**src/rtl/rxq_pkg.sv**
```systemverilog
package rxq_pkg;
  localparam int CHAR_W = 8;

  typedef struct packed {
    logic              brk;
    logic              frm;
    logic              par;
    logic [CHAR_W-1:0] ch;
  } rxq_entry_t;
endpackage

```
**src/rtl/rxq_store.sv**
```systemverilog
module rxq_store
  import rxq_pkg::*;
#(
  parameter int DEPTH = 64,
  parameter int AW    = $clog2(DEPTH)
) (
  input  logic          clk,
  input  logic          wr_en,
  input  logic [AW-1:0] wr_addr,
  input  rxq_entry_t    wr_entry,
  input  logic [AW-1:0] rd_addr,
  output rxq_entry_t    head
);
  rxq_entry_t mem [DEPTH];

  // plain synchronous-write array, read registered: maps onto block RAM
  always_ff @(posedge clk) begin
    if (wr_en) mem[wr_addr] <= wr_entry;
  end

  // rd_addr is the head slot after this edge; forward a same-slot write
  always_ff @(posedge clk) begin
    if (wr_en && (wr_addr == rd_addr)) head <= wr_entry;
    else                               head <= mem[rd_addr];
  end
endmodule

```
**src/rtl/rxq_ctrl.sv**
```systemverilog
module rxq_ctrl #(
  parameter int DEPTH = 64,
  parameter int AW    = $clog2(DEPTH),
  parameter int CW    = AW + 1
) (
  input  logic          clk,
  input  logic          rst,
  input  logic          flush,
  input  logic          wr_req,
  input  logic          rd_req,
  input  logic          lsr_rd,
  output logic          wr_ok,
  output logic          rd_ok,
  output logic [AW-1:0] wr_ptr,
  output logic [AW-1:0] rd_ptr_nxt,
  output logic [CW-1:0] level,
  output logic          overrun
);
  localparam logic [CW-1:0] FULL_LVL = CW'(DEPTH);

  logic [AW-1:0] rd_ptr;
  logic          full;

  assign full  = (level == FULL_LVL);
  assign rd_ok = rd_req && (level != '0) && !flush;
  assign wr_ok = wr_req && !flush && (!full || rd_ok);

  always_comb begin
    if (rst || flush) rd_ptr_nxt = '0;
    else if (rd_ok)   rd_ptr_nxt = rd_ptr + AW'(1);
    else              rd_ptr_nxt = rd_ptr;
  end

  always_ff @(posedge clk) begin
    rd_ptr <= rd_ptr_nxt;
    if (rst || flush) wr_ptr <= '0;
    else if (wr_ok)   wr_ptr <= wr_ptr + AW'(1);
  end

  always_ff @(posedge clk) begin
    if (rst || flush) level <= '0;
    else begin
      case ({wr_ok, rd_ok})
        2'b10:   level <= level + CW'(1);
        2'b01:   level <= level - CW'(1);
        default: level <= level;
      endcase
    end
  end

  always_ff @(posedge clk) begin
    if (rst || flush)          overrun <= 1'b0;
    else if (wr_req && !wr_ok) overrun <= 1'b1;
    else if (lsr_rd)           overrun <= 1'b0;
  end

  p_level_bound_r1: assert property (@(posedge clk) disable iff (rst)
    level <= FULL_LVL);

  p_full_discard_r3: assert property (@(posedge clk) disable iff (rst)
    full && wr_req && !rd_req && !flush |=> level == FULL_LVL && overrun);

  p_ovr_hold_r4: assert property (@(posedge clk) disable iff (rst)
    overrun && !lsr_rd && !flush |=> overrun);

  p_rdwr_level_r8: assert property (@(posedge clk) disable iff (rst)
    wr_req && rd_req && level != '0 && !flush |=> $stable(level));

  p_empty_read_r9: assert property (@(posedge clk) disable iff (rst)
    level == '0 && rd_req && !wr_req |=> level == '0);
endmodule

```
**src/rtl/rxq_errtrk.sv**
```systemverilog
module rxq_errtrk #(
  parameter int CW = 7
) (
  input  logic          clk,
  input  logic          rst,
  input  logic          flush,
  input  logic          push_bad,
  input  logic          pop_bad,
  input  logic [CW-1:0] level,
  output logic          any_err
);
  logic [CW-1:0] err_cnt;
  logic [CW-1:0] err_nxt;

  always_comb begin
    err_nxt = err_cnt;
    if (push_bad) err_nxt = err_nxt + CW'(1);
    if (pop_bad)  err_nxt = err_nxt - CW'(1);
  end

  always_ff @(posedge clk) begin
    if (rst || flush) begin
      err_cnt <= '0;
      any_err <= 1'b0;
    end else begin
      err_cnt <= err_nxt;
      any_err <= (err_nxt != '0);
    end
  end

  // count of flagged entries can never exceed stored entries
  p_errcnt_bound_r7: assert property (@(posedge clk) disable iff (rst)
    err_cnt <= level);

  // removing a flagged entry needs one on record
  p_pop_needs_err_r8: assert property (@(posedge clk) disable iff (rst)
    pop_bad && !flush |-> err_cnt != '0);
endmodule

```
**src/rtl/rxq_err_fifo.sv**
```systemverilog
module rxq_err_fifo
  import rxq_pkg::*;
#(
  parameter int DEPTH = 64
) (
  input  logic                       clk,
  input  logic                       rst,
  input  logic                       flush,
  input  logic                       in_valid,
  input  logic [CHAR_W-1:0]          in_char,
  input  logic                       in_par_err,
  input  logic                       in_frm_err,
  input  logic                       in_brk,
  input  logic                       hold_rd,
  input  logic                       status_rd,
  output logic [CHAR_W-1:0]          head_char,
  output logic                       head_par_err,
  output logic                       head_frm_err,
  output logic                       head_brk,
  output logic                       err_in_queue,
  output logic                       overrun,
  output logic [$clog2(DEPTH):0]     fill_level
);
  localparam int AW = $clog2(DEPTH);
  localparam int CW = AW + 1;

  logic          wr_ok, rd_ok;
  logic [AW-1:0] wr_ptr, rd_ptr_nxt;
  logic [CW-1:0] level;
  rxq_entry_t    in_entry, head;
  logic          nonempty, push_bad, pop_bad;

  assign in_entry = '{brk: in_brk, frm: in_frm_err, par: in_par_err, ch: in_char};

  rxq_ctrl #(.DEPTH(DEPTH), .AW(AW), .CW(CW)) u_ctrl (
    .clk        (clk),
    .rst        (rst),
    .flush      (flush),
    .wr_req     (in_valid),
    .rd_req     (hold_rd),
    .lsr_rd     (status_rd),
    .wr_ok      (wr_ok),
    .rd_ok      (rd_ok),
    .wr_ptr     (wr_ptr),
    .rd_ptr_nxt (rd_ptr_nxt),
    .level      (level),
    .overrun    (overrun)
  );

  rxq_store #(.DEPTH(DEPTH), .AW(AW)) u_store (
    .clk      (clk),
    .wr_en    (wr_ok),
    .wr_addr  (wr_ptr),
    .wr_entry (in_entry),
    .rd_addr  (rd_ptr_nxt),
    .head     (head)
  );

  assign push_bad = wr_ok && (in_brk || in_frm_err || in_par_err);
  assign pop_bad  = rd_ok && (head.brk || head.frm || head.par);

  rxq_errtrk #(.CW(CW)) u_err (
    .clk      (clk),
    .rst      (rst),
    .flush    (flush),
    .push_bad (push_bad),
    .pop_bad  (pop_bad),
    .level    (level),
    .any_err  (err_in_queue)
  );

  assign nonempty     = (level != '0);
  assign fill_level   = level;
  assign head_char    = head.ch;
  assign head_par_err = head.par & nonempty;
  assign head_frm_err = head.frm & nonempty;
  assign head_brk     = head.brk & nonempty;

  // a flagged head entry is itself an error in the queue
  p_head_flag_any_r7: assert property (@(posedge clk) disable iff (rst)
    (head_par_err || head_frm_err || head_brk) |-> err_in_queue);

  p_flush_clear_r10: assert property (@(posedge clk) disable iff (rst)
    flush |=> fill_level == '0 && !err_in_queue && !overrun);

  p_empty_noerr_r7: assert property (@(posedge clk) disable iff (rst)
    fill_level == '0 |-> !err_in_queue);
endmodule

```
**config.mk**
```make
export PLATFORM = sky130hd
export DESIGN_NAME = rxq_err_fifo
export DESIGN_NICKNAME = d
export VERILOG_FILES = /design/src/rtl/rxq_pkg.sv /design/src/rtl/rxq_store.sv /design/src/rtl/rxq_ctrl.sv /design/src/rtl/rxq_errtrk.sv /design/src/rtl/rxq_err_fifo.sv
export SDC_FILE = /design/constraint.sdc
export NUM_CORES = 1
export LEC_CHECK = 0
export ABC_AREA = 1
export BUFFER_PORTS_ARGS = -buffer_cell sky130_fd_sc_hd__buf_2
export CORE_MARGIN = 2
export CORE_UTILIZATION = 57
export CTS_CLUSTER_DIAMETER = 80
export DETAILED_ROUTE_END_ITERATION = 8
export HOLD_SLACK_MARGIN = 0.12
export PLACE_DENSITY = 0.75
export SLEW_MARGIN = 0
export SYNTH_ARGS = -nofsm -noshare
export SYNTH_HDL_FRONTEND = slang
export SYNTH_HIERARCHICAL = 1
export SYNTH_SLANG_ARGS = --single-unit
```
**constraint.sdc**
```tcl
create_clock -name clk -period 4.1 [get_ports clk]
set_clock_uncertainty 0.05 [all_clocks]
set_input_delay 0.41 -clock clk [delete_from_list [all_inputs] [get_ports clk]]
set_output_delay 0.41 -clock clk [all_outputs]
set_load 0.05 [all_outputs]
```
# [After elaboration in Yosys (flattened, before gate mapping)]
# Memories as Yosys holds them, arrays and structs flattened. A register that Yosys moved wholly into a read port is not among the register bits.
# Cells that the tools add are included.
# W data, S select, Z words.
[totals] regBits=28 ramBits=704 input_bits=17 output_inout_bits=20 word_cells=48 n_memories=1
[op_classes] n_addsub=6 n_eq_ne=3 n_mux=9 bitwise_logic=3 reduce_logical=20
[mem_list] name="u_store.mem" words=64 word_bits=11 rd=1 rd_ports_with_merged_regs=1 write_ports=1 line="rxq_store.sv:14" source="rxq_entry_t mem [DEPTH];"
[ops] op="$add A7 B1 Y7 const B" count=2
[ops] op="$mux W7" count=2
[ops] op="$pmux W7 S2" count=1
[ops] op="$reduce_bool A7 Y1" count=2
[ops] op="$sub A7 B1 Y7 const B" count=2
[ops] op="$add A6 B1 Y6 const B" count=2
[ops] op="$mux W6" count=2
[ops] op="$eq A7 B7 Y1 const B" count=1
[ops] op="$logic_and A1 B1 Y1" count=7
[ops] op="$logic_or A1 B1 Y1" count=6
[ops] op="$mux W1" count=4
[ops] op="$reduce_bool A2 Y1" count=2
[ops] op="$and A1 B1 Y1" count=3
[ops] op="$logic_not A1 Y1" count=3
[ops] op="$eq A2 B1 Y1 const B" count=1
[ops] op="$eq A2 B2 Y1 const B" count=1

# [Longest topological paths before layout]
[logic_depth] depth_word=10 ltp_mapped=23

# [Cells and area by module]
# The synthesis kept the hierarchy.
[modules_own_cells] mod="rxq_store" instances=1 cells_per_inst=2441 area_per_inst_um2=28725.0 seq_area_each_um2=21260.4
[modules_own_cells] mod="rxq_ctrl" instances=1 cells_per_inst=169 area_per_inst_um2=1211.2 seq_area_each_um2=400.4
[modules_own_cells] mod="rxq_errtrk" instances=1 cells_per_inst=93 area_per_inst_um2=583.1 seq_area_each_um2=160.2
[modules_own_cells] mod="rxq_err_fifo" instances=1 cells_per_inst=18 area_per_inst_um2=73.8 seq_area_each_um2=0.0

# [Worst setup path after synthesis]
# OpenSTA, ideal clock, no wires.
[synth_path] path_kind="register to register" start="register u_ctrl.level[0]" end="memory u_store/mem[48][0] in the netlist's numbering (enable)" t_arrival_ns=3.033 required_time_ns=3.642 path_slack_ns=0.609 stages_incl_launch_ff=10 n_path_buf=1 synth_period_minus_slack_ns=3.491 path_cell_list="dfxtp_1 nor2_1 nand2_1 inv_1 nand3_1 nand2_1 inv_1 clkbuf_1 nand4_1 nor4_1"
[synth_via] elab_chain_len=7
[synth_lines] element="start, declared" line="rxq_ctrl.sv:16" source="output logic [CW-1:0] level,"
[synth_lines] element="start signal, assigned" line="rxq_ctrl.sv:44" source="2'b10: level <= level + CW'(1);"
[synth_lines] element="start signal, assigned" line="rxq_ctrl.sv:45" source="2'b01: level <= level - CW'(1);"
[synth_lines] element="start signal, assigned" line="rxq_ctrl.sv:46" source="default: level <= level;"
[synth_lines] element="$reduce_bool A7 Y1" line="rxq_ctrl.sv:25" source="assign rd_ok = rd_req && (level != '0) && !flush;"
[synth_lines] element="$logic_and A1 B1 Y1 (2 in a row)" line="rxq_ctrl.sv:25"
[synth_lines] element="$logic_or A1 B1 Y1 *" line="rxq_ctrl.sv:26" source="assign wr_ok = wr_req && !flush && (!full || rd_ok);"
[synth_lines] element="$logic_and A1 B1 Y1 *" line="rxq_ctrl.sv:26"
[synth_lines] element="named net wr_ok" line="rxq_err_fifo.sv:27" source="logic wr_ok, rd_ok;"
[synth_lines] element="$mux W1 *" line="rxq_store.sv:18" source="if (wr_en) mem[wr_addr] <= wr_entry;"
[synth_lines] element="$mux W1 (implied by the code) *" line="rxq_store.sv:18"
[synth_lines] element="end, declared" line="rxq_store.sv:14"
# The timed path passes the listed nets; every way through them passes the cells marked *.

==> results.toml <==
[route]
drtAntennaViolNets = 0
drt_iter0_drc = 2601
routed_wl_mm = 76.0
vias = 21300
wire_per_inst_um = 21.5
drc = 0
drt_pass1_iterations = 6
route.detailed.vias_per_inst = 6.03

[floorplan]
rows = 84
die_height_um = 236
fp.dieW_um = 236
ios = 37
core_area_um2 = 52800
initial_utilization_pct = 58.0
die_area_um2 = 55500

[sta]
setup_tns_ns = 0
grt_setup_unrepaired = "false"
worstMarginPinSlew_ns = 1.03
hold_viol_final = 0
slew-limit-headroom_pct = 31.2
fin_crit_sh_pct = 94.9
fmaxAchievable_mhz = 257
setup_viol = 0
min_period_ns = 3.89
final_max_slew_viol_count = 0

[worst_setup_path]
cp-start-kind = "register"
cpPeakStageDelay_ns = 0.45
slowest_stage = "buf_4"
ff2ff_path_depth = 20
crit_required_ns = 3.64
path_max_fanout = 51
crit_chain = "inv_8, buf_4, buf_4, nand2_1, nand3_1, nand3_1, nand2_1, nand2_1, nand3_1, nand3_1, nand2_1, buf_2"
worst_ep_arrival_time_ns = 3.43
r2r_end = "u_err/any_err"
ff2ff_setup_slack_ns = 0.56
end_kind = "output port"
worstSetupPathType = "reg2out"

[yosys]
yosysSeqAreaShare_pct = 71.3
synth-seq-cells = 738
synth_edf_count = 704
synthArstFlopShare_pct = 0
syn_area_um2 = 30600
yosysUniqueCellTypes = 38
syn_inst = 2721
synth_nets = 2748
ys_warn_count = 6
synth_top_flop_cell = "edfxtp_1"
postSynthAreaPerCell_um2 = 11.2

[clocking]
cts_tree = "done"
clk_pin_slew_ns = 0.06
cts.path.max_buffers = 3
cts-buffers-inserted = 74
cts.sinks = 738
cts_root_buf = "clkbuf_16"
htree_num_levels = 3
clk_latency_ns = 0.61

[finish]
finalNonFillerCells = 3539
final_nets = 2821
drive_gt1_share_pct = 10.1
area_delta_synth_final_pct = 12.1

[placement]
dp_cells = 3402
gp_congestion = 0.888
hpwl_mm = 44.6
io_buffers = 36

[pwr]
design_power_total_mw = 15.5
p_per_area_nw_per_um2 = 451
max-vdd-ir-drop_mv = 0.310
power.leakage_nw = 12.5

[job]
maxCapViolations = 0

[status]
status = "complete, no violations"

[global_route]
grt_pass1_vias = 20600
grt_pass1_wl_mm = 117
grt_start_max_net_pins = 177
grt_overflow = 0
antenna_found_initial = 2
grt_usage_pct = 27.2

[min_path]
min_to = "u_err/err_cnt[5]"
hp-start = "flush"
holdPathStages = 4
min_path_type = "in2reg"
==> repair_timing <==
item	in CTS	in global routing
setup buffers	0	0
hold buffers	4	0
hold endpoints to repair	4	0
gates resized for setup	0	0
==> layer usage <==
layer / up-vias / share of wire (%) / global-route usage [%]
li1: 9649 / - / -
met1: 10200 / 39 / 36.7
met2: 1273 / 48 / 44.4
met3: 174 / 10 / 4.77
met4: 4 / 3.1 / 10.6
met5: - / 0.028 / 0
==> how the worst max path moves through the flow <==
stage,start,to,slack [ns],cells past startpoint
global placement,register,u_err/any_err,0.74,20
global route,register,head_char[1],0.07,12
finish,register,head_char[1],0.21,12
CTS,register,head_char[4],0.27,12
detailed placement,register,u_err/any_err,0.68,20
floorplan,u_ctrl/level[0],u_store/mem[48][0],0.61,9
==> through the flow <==
step	worst slack [ns]	utilization, %	hold slack [ns]	cell area, um^2
CTS	0.275	65.0	0.133	34300
global placement	0.740	60.4	0.416	31900
floorplan	0.609	-	0.409	30600
finish	0.210	65.0	0.156	34300
detailed placement	0.682	60.4	0.414	31900
global route	0.0672	65.0	0.170	34300
==> cells in the final DEF (no fill, tap or decap), types with 15 or more instances in the layout <==
cell / instances
nor2_1: 83
buf_2: 36
dfxtp_1: 31
clkbuf_16: 77
edfxtp_1: 704
nand3_1: 626
clkinv_1: 15
clkinv_2: 17
nand4_1: 17
nand2_1: 963
a21oi_1: 21
buf_4: 108
inv_1: 49
==> synth_stat cells (3+ instances only) <==
library cell	number	share of area [%]
xnor2_1	6	0.17
buf_4	12	0.29
dfxtp_1	34	2.2
inv_1	49	0.60
edfxtp_1	704	69
xor2_1	4	0.11
nand2_2	5	0.10
nor2_4	3	0.11
clkbuf_1	31	0.38
a31oi_1	3	0.061
nand2_1	963	12
nand3_1	626	10
nand4_1	17	0.35
inv_2	3	0.037
nor4_1	8	0.16
ha_1	9	0.37
nor2_2	3	0.061
buf_1	14	0.17
o21ai_0	8	0.13
buf_2	97	1.6
a21oi_1	21	0.34
nor2_1	83	1.0
==> kinds of logic after synthesis <==
group,after synthesis,share of synthesized area [%]
adder cells (fa/ha/maj),10,0.434
XOR/XNOR,10,0.286
flip-flops,738,71.3
AO/OA/AOI/OAI,36,0.654
AND/OR/NAND/NOR,1716,24.1
buffers and inverters,211,3.17
==> power breakdown <==
group / leakage, nW / internal [mW] / total [mW] / switching, mW
combinational: 4.74 / 0.0980 / 0.460 / 0.362
clock: 1.18 / 3.93 / 6.73 / 2.79
sequential: 6.61 / 8.26 / 8.27 / 0.0105
==> flip-flops by register name (all words and copies together) (netlist names), named ones only <==
signal / cells
u_ctrl/rd_ptr: 6
u_ctrl/wr_ptr: 6
u_err/err_cnt: 7
u_ctrl/overrun: 1
u_ctrl/level: 7
u_store/mem: 704
u_err/any_err: 1
==> layout make-up <==
type / count / area (um^2)
Multi-Input combinational cell: 1772 / 7850
Tap cell: 688 / 861
Sequential cell: 738 / 21800
Inverter: 55 / 221
Fill cell: 3804 / 18500
Antenna cell: 1 / 2.50
Timing Repair Buffer: 153 / 1130
Clock inverter: 45 / 432
Clock buffer: 87 / 1960
==> worst max-delay path, delay by kind of cell, from the launching register on <==
| kind | cells | cell delay, ns |
|---|---|---|
| flops | 1 | 0.39 |
| buf+inv | 4 | 1.32 |
| simple gates | 8 | 1.10 |
Power figures use the tool's default switching activity.
